--- config.mk ---
export PLATFORM = sky130hd
export DESIGN_NAME = vex_stream_decoder
export DESIGN_NICKNAME = d
export VERILOG_FILES = /design/src/rtl/vexdec_pkg.sv /design/src/rtl/vexdec_prefix_check.sv /design/src/rtl/vexdec_map_sel.sv /design/src/rtl/vexdec_form_rules.sv /design/src/rtl/vex_stream_decoder.sv
export SDC_FILE = /design/constraint.sdc
export NUM_CORES = 1
export LEC_CHECK = 0
export BUFFER_PORTS_ARGS = -buffer_cell sky130_fd_sc_hd__clkbuf_2
export CAP_MARGIN = 5
export CORE_MARGIN = 2
export CORE_UTILIZATION = 29
export DETAILED_ROUTE_END_ITERATION = 8
export GPL_TIMING_DRIVEN = 1
export HOLD_SLACK_MARGIN = 0.06
export MAX_ROUTING_LAYER = met4
export SLEW_MARGIN = 20
export SYNTH_ARGS = -nofsm -noshare
export SYNTH_HDL_FRONTEND = slang
export SYNTH_SLANG_ARGS = --single-unit
--- constraint.sdc ---
create_clock -name clk -period 3.65 [get_ports clk]
set_input_delay 0.73 -clock clk [delete_from_list [all_inputs] [get_ports clk]]
set_output_delay 0.73 -clock clk [all_outputs]
set_load 0.02 [all_outputs]
--- src/rtl/vexdec_pkg.sv ---
package vexdec_pkg;

    localparam int BYTE_W  = 8;
    localparam int MAPF_W  = 5;
    localparam int MODE_W  = 2;
    localparam int NPFX    = 4;

    localparam logic [BYTE_W-1:0] LEAD_2B  = 8'hC5;
    localparam logic [BYTE_W-1:0] LEAD_3B  = 8'hC4;
    localparam logic [BYTE_W-1:0] OPC_BARE = 8'h77;

    localparam logic [MODE_W-1:0] MODE_16 = 2'd0;
    localparam logic [MODE_W-1:0] MODE_32 = 2'd1;

    typedef enum logic [1:0] {
        MAP_NONE = 2'd0,
        MAP_0F   = 2'd1,
        MAP_0F38 = 2'd2,
        MAP_0F3A = 2'd3
    } vmap_e;

    typedef enum logic [2:0] {
        ST_IDLE  = 3'd0,
        ST_VEX1  = 3'd1,
        ST_VEX2  = 3'd2,
        ST_OPC   = 3'd3,
        ST_MODRM = 3'd4,
        ST_SIB   = 3'd5,
        ST_EMIT  = 3'd6
    } dstate_e;

    typedef struct packed {
        logic              fault;
        vmap_e             map;
        logic [BYTE_W-1:0] lead;
        logic [BYTE_W-1:0] vex1;
        logic [BYTE_W-1:0] vex2;
        logic [BYTE_W-1:0] opcode;
        logic [BYTE_W-1:0] modrm;
        logic [BYTE_W-1:0] sib;
        logic              has_vex2;
        logic              has_modrm;
        logic              has_sib;
        logic              form3;
        logic              addr16;
    } vrec_t;

endpackage

--- src/rtl/vexdec_prefix_check.sv ---
module vexdec_prefix_check
    import vexdec_pkg::*;
#(
    parameter int N_FLAGS = NPFX,
    parameter int REX_W   = BYTE_W
) (
    input  logic [REX_W-1:0]   rex_val,
    input  logic [N_FLAGS-1:0] pfx_flags,
    output logic               illegal
);
    logic [N_FLAGS:0] hit;

    assign hit[0] = |rex_val;

    for (genvar g = 0; g < N_FLAGS; g++) begin : g_flag
        assign hit[g+1] = pfx_flags[g];
    end

    assign illegal = |hit;

endmodule

--- src/rtl/vexdec_map_sel.sv ---
module vexdec_map_sel
    import vexdec_pkg::*;
#(
    parameter int FIELD_W = MAPF_W
) (
    input  logic [FIELD_W-1:0] field,
    output vmap_e              map,
    output logic               legal
);
    always_comb begin
        map   = MAP_NONE;
        legal = 1'b0;
        case (field)
            FIELD_W'(1): begin map = MAP_0F;   legal = 1'b1; end
            FIELD_W'(2): begin map = MAP_0F38; legal = 1'b1; end
            FIELD_W'(3): begin map = MAP_0F3A; legal = 1'b1; end
            default:     begin map = MAP_NONE; legal = 1'b0; end
        endcase
    end

endmodule

--- src/rtl/vexdec_form_rules.sv ---
module vexdec_form_rules
    import vexdec_pkg::*;
#(
    parameter int OPC_W = BYTE_W,
    parameter int MW    = MODE_W
) (
    input  vmap_e            map,
    input  logic [OPC_W-1:0] opc,
    input  logic [1:0]       mod_f,
    input  logic [2:0]       rm_f,
    input  logic             addr16_q,
    input  logic [MW-1:0]    cpu_mode,
    input  logic             addr_ovr,
    output logic             need_modrm,
    output logic             need_sib,
    output logic             addr16_now
);
    localparam logic [1:0] MOD_REG = 2'b11;
    localparam logic [2:0] RM_SIB  = 3'b100;

    assign addr16_now = ((cpu_mode == MW'(MODE_16)) && !addr_ovr) ||
                        ((cpu_mode == MW'(MODE_32)) &&  addr_ovr);

    assign need_modrm = !((map == MAP_0F) && (opc == OPC_W'(OPC_BARE)));

    assign need_sib = !addr16_q && (mod_f != MOD_REG) && (rm_f == RM_SIB);

endmodule

--- src/rtl/vex_stream_decoder.sv ---
module vex_stream_decoder
    import vexdec_pkg::*;
(
    input  logic              clk,
    input  logic              rst_n,
    input  logic              in_valid,
    input  logic [BYTE_W-1:0] in_byte,
    output logic              in_ready,
    input  logic [BYTE_W-1:0] sb_rex,
    input  logic              sb_lock,
    input  logic              sb_rep_f2,
    input  logic              sb_rep_f3,
    input  logic              sb_opsize,
    input  logic [MODE_W-1:0] sb_cpu_mode,
    input  logic              sb_addr_ovr,
    output logic              out_done,
    output logic              out_fault,
    output logic [1:0]        out_map,
    output logic [BYTE_W-1:0] out_lead,
    output logic [BYTE_W-1:0] out_vex1,
    output logic [BYTE_W-1:0] out_vex2,
    output logic [BYTE_W-1:0] out_opcode,
    output logic [BYTE_W-1:0] out_modrm,
    output logic [BYTE_W-1:0] out_sib,
    output logic              out_has_vex2,
    output logic              out_has_modrm,
    output logic              out_has_sib
);

    dstate_e state, nxt;
    vrec_t   rec;

    logic    acc;
    logic    is_lead;
    logic    pfx_bad;
    logic    map_ok;
    vmap_e   map_pick;
    logic    need_modrm;
    logic    need_sib;
    logic    addr16_now;

    assign acc     = in_valid && in_ready;
    assign is_lead = (in_byte == LEAD_2B) || (in_byte == LEAD_3B);

    vexdec_prefix_check #(.N_FLAGS(NPFX), .REX_W(BYTE_W)) u_pfx (
        .rex_val   (sb_rex),
        .pfx_flags ({sb_opsize, sb_rep_f3, sb_rep_f2, sb_lock}),
        .illegal   (pfx_bad)
    );

    vexdec_map_sel #(.FIELD_W(MAPF_W)) u_map (
        .field (in_byte[MAPF_W-1:0]),
        .map   (map_pick),
        .legal (map_ok)
    );

    vexdec_form_rules #(.OPC_W(BYTE_W), .MW(MODE_W)) u_rules (
        .map        (rec.map),
        .opc        (in_byte),
        .mod_f      (in_byte[7:6]),
        .rm_f       (in_byte[2:0]),
        .addr16_q   (rec.addr16),
        .cpu_mode   (sb_cpu_mode),
        .addr_ovr   (sb_addr_ovr),
        .need_modrm (need_modrm),
        .need_sib   (need_sib),
        .addr16_now (addr16_now)
    );

    // State register
    always_ff @(posedge clk) begin
        if (!rst_n) state <= ST_IDLE;
        else        state <= nxt;
    end

    // Transition logic
    always_comb begin
        nxt = state;
        unique case (state)
            ST_IDLE:  if (acc && is_lead) nxt = pfx_bad ? ST_EMIT : ST_VEX1;
            ST_VEX1:  if (acc) begin
                          if (rec.form3) nxt = map_ok ? ST_VEX2 : ST_EMIT;
                          else           nxt = ST_OPC;
                      end
            ST_VEX2:  if (acc) nxt = ST_OPC;
            ST_OPC:   if (acc) nxt = need_modrm ? ST_MODRM : ST_EMIT;
            ST_MODRM: if (acc) nxt = need_sib ? ST_SIB : ST_EMIT;
            ST_SIB:   if (acc) nxt = ST_EMIT;
            ST_EMIT:  nxt = ST_IDLE;
            default:  nxt = ST_IDLE;
        endcase
    end

    // Record capture
    always_ff @(posedge clk) begin
        if (!rst_n) begin
            rec <= '0;
        end else if (acc) begin
            case (state)
                ST_IDLE: if (is_lead) begin
                    rec        <= '0;
                    rec.lead   <= in_byte;
                    rec.form3  <= (in_byte == LEAD_3B);
                    rec.fault  <= pfx_bad;
                    rec.addr16 <= addr16_now;
                end
                ST_VEX1: begin
                    rec.vex1 <= in_byte;
                    if (rec.form3) begin
                        if (map_ok) rec.map   <= map_pick;
                        else        rec.fault <= 1'b1;
                    end else begin
                        rec.map <= MAP_0F;
                    end
                end
                ST_VEX2: begin
                    rec.vex2     <= in_byte;
                    rec.has_vex2 <= 1'b1;
                end
                ST_OPC:   rec.opcode <= in_byte;
                ST_MODRM: begin
                    rec.modrm     <= in_byte;
                    rec.has_modrm <= 1'b1;
                end
                ST_SIB: begin
                    rec.sib     <= in_byte;
                    rec.has_sib <= 1'b1;
                end
                default: ;
            endcase
        end
    end

    // Outputs
    always_comb begin
        in_ready      = (state != ST_EMIT);
        out_done      = (state == ST_EMIT);
        out_fault     = rec.fault;
        out_map       = rec.map;
        out_lead      = rec.lead;
        out_vex1      = rec.vex1;
        out_vex2      = rec.vex2;
        out_opcode    = rec.opcode;
        out_modrm     = rec.modrm;
        out_sib       = rec.sib;
        out_has_vex2  = rec.has_vex2;
        out_has_modrm = rec.has_modrm;
        out_has_sib   = rec.has_sib;
    end

    // Assertions
    p_done_pulse_r11: assert property (@(posedge clk) disable iff (!rst_n)
        out_done |=> !out_done);

    p_ready_off_r11: assert property (@(posedge clk) disable iff (!rst_n)
        out_done |-> !in_ready);

    p_nonlead_drop_r2: assert property (@(posedge clk) disable iff (!rst_n)
        (state == ST_IDLE && in_valid && !is_lead) |=> !out_done);

    p_ctx_fault_r4: assert property (@(posedge clk) disable iff (!rst_n)
        (state == ST_IDLE && acc && is_lead &&
         (sb_lock || sb_rep_f2 || sb_rep_f3 || sb_opsize)) |=> (out_done && out_fault));

    p_fault_bare_r3: assert property (@(posedge clk) disable iff (!rst_n)
        (out_done && out_fault) |-> (!out_has_modrm && !out_has_sib && !out_has_vex2));

    p_map_named_r5: assert property (@(posedge clk) disable iff (!rst_n)
        (out_done && !out_fault) |-> (out_map != MAP_NONE));

    p_two_byte_0f_r6: assert property (@(posedge clk) disable iff (!rst_n)
        (out_done && !out_fault && out_lead == LEAD_2B) |-> (out_map == MAP_0F && !out_has_vex2));

    p_bare_opcode_r8: assert property (@(posedge clk) disable iff (!rst_n)
        (out_done && !out_fault && out_map == MAP_0F && out_opcode == OPC_BARE) |-> !out_has_modrm);

    p_sib_after_modrm_r9: assert property (@(posedge clk) disable iff (!rst_n)
        (out_done && out_has_sib) |-> out_has_modrm);

endmodule

-- Word level (Yosys, flattened, before mapping)
Index checks and enable logic that the tools add are counted.
Widths: inputs -> output; s select.
- mux-type cells: 28
- equal/unequal tests: 27
- reductions and logical operators: 29
- operators by type and width (operator ; number):
    $pmux 8 s2 ; 5
    $mux 56 ; 1
    $mux 3 ; 9
    $ne 2x2->1 const B ; 10
    $pmux 3 s6 ; 1
    $reduce_and 3->1 ; 6
    $eq 8x8->1 const B ; 2
    $eq 3x3->1 const B ; 4
    $reduce_or 12->1 ; 1
    $eq 5x2->1 const B ; 2
    $reduce_bool 2->1 ; 5
    $eq 8x7->1 const B ; 1
    $mux 2 ; 4
    $logic_and 1x1->1 ; 7
    $eq 3x2->1 const B ; 2
    $ne 3x3->1 const B ; 2
    $pmux 1 s2 ; 3
    $pmux 2 s3 ; 1
    $pmux 3 s2 ; 1
    $reduce_and 6->1 ; 1
    $eq 5x1->1 const B ; 1
    $reduce_and 5->1 ; 1
    $eq 2x1->1 const B ; 2
    $reduce_and 4->1 ; 1
    7 further kinds ; 11
- bits of input ports: 26
- logic and storage cells: 98
- register bits: 59
- output and inout port bits: 56

-- Longest topological paths before layout
- depth in word-level cells: 7
- mapped depth: 7
- depth with buffers taken out: 4

-- By module
From an unflattened synthesis, not the netlist that was laid out.
- cell total of the unflattened synthesis: 298
- area total of the unflattened synthesis: 2733.9 um^2
- by module, submodules not included (module ; instances ; area each (um^2) ; seq. area each (um^2) ; cells an instance):
    vex_stream_decoder ; 1 ; 2623.8 ; 1181.1 ; 282
    vexdec_form_rules ; 1 ; 56.3 ; 0.0 ; 8
    vexdec_map_sel ; 1 ; 30.0 ; 0.0 ; 4
    vexdec_prefix_check ; 1 ; 23.8 ; 0.0 ; 4

-- Least setup slack after synthesis
Ideal clock, no wire load.
- path type: in2reg
- start: input in_byte[4]
- end: register, netlist name out_map[0]
- data arrival time: 2.018 ns
- data required time: 3.529 ns
- path buffers: 1
- stages: 5
- library setup time: 0.121 ns
- slack: 1.511 ns
- cell sequence: buf_2 nor4b_4 a21oi_2 nor3_2 mux2_2
- longest elaborated chain between the ends: 5
- elaborated cells between the ends (all ways): 15
- classes of those cells: eq/ne: 7; mux: 5; reduce/logical: 3
- ends and longest elaborated chain (element ; line ; RTL):
    start, declared ; vex_stream_decoder.sv:7 ; input logic [BYTE_W-1:0] in_byte,
    $eq 5x2->1 or $eq 5x1->1 (tied branches) ; vexdec_map_sel.sv:13 ; case (field)
    $pmux 2 s3 or $reduce_or 3->1 (tied branches) ; n/a ;
    $mux 2 or $mux 1 (tied branches) ; vex_stream_decoder.sv:110, vexdec_map_sel.sv:13 ;
    $mux 2 or $ne 3x3->1 (tied branches) ; n/a ;
    $pmux 3 s2 or $reduce_and 4->1 (tied branches) ; n/a ;
Several ways; a longest one is shown, not always the timed one. The select of a mux whose other input is x is not followed.
A chain may end at the register's enable or synchronous reset.

-- Final worst setup path
- start: register state[1]
- end: output out_done
- longest elaborated chain between the ends: 1
- ends and longest elaborated chain (element ; line ; RTL):
    start, declared ; vex_stream_decoder.sv:30 ; dstate_e state, nxt;
    start signal, assigned ; vex_stream_decoder.sv:73 ; else state <= nxt;
    $eq 3x3->1 ; vex_stream_decoder.sv:137 ; out_done = (state == ST_EMIT);
    end, declared ; vex_stream_decoder.sv:16 ; output logic out_done,
No other way between the ends.

==> results_dict.tcl <==
set metrics [dict create \
    min_period_ps 2501 \
    worst_pin_slew_ps 1036 \
    via_count 2518 \
    max_slew_margin_pct 30.43 \
    regArea_um2 1181 \
    synthDistinctLibCells 52 \
    clock-sinks 59 \
    viasPerCell 4.928 \
    ys_top_cells_by_area "dfxtp_1, buf_4, a21oi_1, nand2_1, o21ai_0" \
    start_kind "flip-flop" \
    clkTransAtPathRegs_ps 60 \
    hpwl_mm 5.300 \
    yosysMostFrequentCell "dfxtp_1" \
    intPower_uw 1019 \
    fin_crit_sh_pct 68.53 \
    cp.arrival_ps 1770 \
    yosysTopAreaCellShare_pct 41.19 \
    grt_max_degree 28 \
    synth_edf_count 0 \
    diodes 0 \
    end_kind "output port" \
    ir_drop_mv 0.1472 \
    grt_pass1_wl_mm 11.85 \
    setup_slack_ps 1149 \
    power_frac_clock_pct 44.9 \
    syn_nets 380 \
    yosysTopAreaCell "dfxtp_1" \
    seqPwrFrac_pct 49.2 \
    fin_skew_ps 8.511 \
    netlist_area_um2 2868 \
    clk_path_buf_depth 2 \
    min_from "out_lead[0]" \
    ant_nets 0 \
    synth_seq_area_share_pct 41.19 \
    placedInstanceArea_um2 2974 \
    h-tree-depth 3 \
    wl_per_cell_um 14.96 \
    netSwitchingFraction_pct 23.03 \
    clock_latency_ps 340 \
    outcome "completed" \
    min_path_type "reg2reg" \
    track_usage_pct 15.17 \
    cts_setup_buffers 0 \
    core_um2 9684 \
    crit_family "flip-flops" \
    p_comb_share_pct 6.0 \
    p_sw_uw 304.8 \
    drtIter0Drc 242 \
    dr.pass1.iters 5 \
    fp.dieH_um 103.4 \
    ys_warn_count 0 \
    cts_tree "done" \
    final_net_count 400 \
    grt_setup_unrepaired "no" \
    slowest_delay_ps 680 \
    ys_async_sr_fraction_pct 0 \
    nFillCells 1061 \
    clockRootBuffer "clkbuf_8" \
    drive_above_1_share_pct 28.84 \
    critPathKind "reg2out" \
    totalNegativeSetupSlack_ps 0 \
    power.static_leakage_uw 0.001230 \
    grt_antenna_before_repair 0 \
    grt_pass1_vias 2314 \
    crit_start "state[1]" \
    preCtsSetupSlack_ps 1214 \
    final_cells 511 \
    start_util_pct 29.61 \
    setup_viol 0 \
    slew_violations 0 \
    routed_wl_mm 7.646 \
    design_area_um2 3168 \
    r2r-start "state[2]" \
    dieArea_um2 10700 \
    area_growth_pct 10.47 \
    final_hold_viol_count 0 \
    cellPowerDensity_nw_per_um2 417.8 \
    synthFlopType "dfxtp_1" \
    io_buffers 81 \
    place_congestion 0.8307 \
    post_cts_resized 0 \
    route.detailed.drc 0 \
    slowest_stage "dfxtp_1" \
    dp.cells 496 \
    synth.avg_cell_area_um2 8.101 \
    cts_hold_buffers 0 \
    numCtsBuffers 9 \
    crit_path_max_fanout 17 \
    max_freq_mhz 399.8 \
    max_cap_violations 0 \
    worst-path-buf-inv 2 \
    worstPathCellList "nand2_1, or2_2, inv_1, clkbuf_2" \
    multiInputGateArea_um2 1199 \
    synth-seq-cells 59 \
    yosys-top-cells-count "dfxtp_1, nand2_1, buf_4" \
    grt_overflow 0 \
    ios 82 \
    die_w_um 103.4 \
    rows 36 \
    syn_inst 354 \
    required_ps 2920 \
]
==> sequential cells by signal, summed over array words and instances (netlist names), 2 cells and up <==
| signal | cells |
|---|---|
| out_lead | 8 |
| out_map | 2 |
| out_modrm | 8 |
| out_opcode | 8 |
| out_sib | 8 |
| out_vex1 | 8 |
| out_vex2 | 8 |
| rec | 2 |
| state | 3 |
==> layer usage <==
metal | vias up | routed length (um) | global-route usage [%]
met2 | 116 | 3356 | 22.08
li1 | 1215 | - | -
met1 | 1159 | 3407 | 19.13
met5 | - | 0 | -
met3 | 28 | 630 | 4.167
met4 | 0 | 251 | 7.895
==> cell families after synthesis <==
kind of cell / Yosys count / share of synthesized area, %
compound gates: 98 / 19.29
xor+xnor: 1 / 0.3055
buf+inv: 76 / 17.02
flops: 59 / 41.19
mux: 2 / 0.7417
simple gates: 118 / 21.47
==> placed cells by master (no fill, tap or decap), drive strengths merged, types with 2 or more instances in the layout <==
cell type,count
a21boi,2
a21oi,50
a32o,2
and3,5
buf,2
clkbuf,94
dfxtp,59
inv,2
nand2,54
nand2b,3
nand3,17
nand4,3
nor2,8
nor3,6
nor4,3
nor4b,2
o21a,7
o21ai,28
or2,5
or4b,2
==> metrics by stage <==
step	total power [uW]	hold WS, ps	util (%)
2_1_floorplan	714.6	431.7	-
3_3_place_gp	742.6	446.6	30.71
3_5_place_dp	743.5	457.3	30.71
4_1_cts	1336	467.6	32.71
5_1_grt	1373	484.1	32.71
6_report	1324	463.1	32.71
==> worst register-to-register path, stage by stage, from the launching register on <==
cell	delay, ps
dfxtp_1	660
nand2_1	160
nor3_1	820
nand2_1	150
a21oi_1	180
==> power by group through the flow <==
stage | registers (uW) | clock network (uW) | logic [uW]
after floorplan | 663 | 0 | 51.6
after global placement | 665 | 0 | 77.5
after detailed placement | 665 | 0 | 78.3
after CTS | 651 | 606 | 79.0
after global routing | 651 | 635 | 86.5
final | 651 | 594 | 78.8
==> final timing paths <==
path             endpoint  slack [ps]  depth (start not counted)
max              out_done        1150                          4
min reg2reg   out_lead[0]         460                          2
max reg2reg  out_modrm[4]        1620                          4
min           out_lead[0]         460                          2
==> area by class of cell <==
class                   count  share of cell area (%)
clock buffers              13                   5.016
clock inverters             2                   1.106
inverters                   2                  0.2370
multi-input cells         219                   37.84
flip-flops and latches     59                   37.28
well taps                 133                   5.253
repair buffers             83                   13.27
Note: power is estimated with default switching activity, not from simulation.
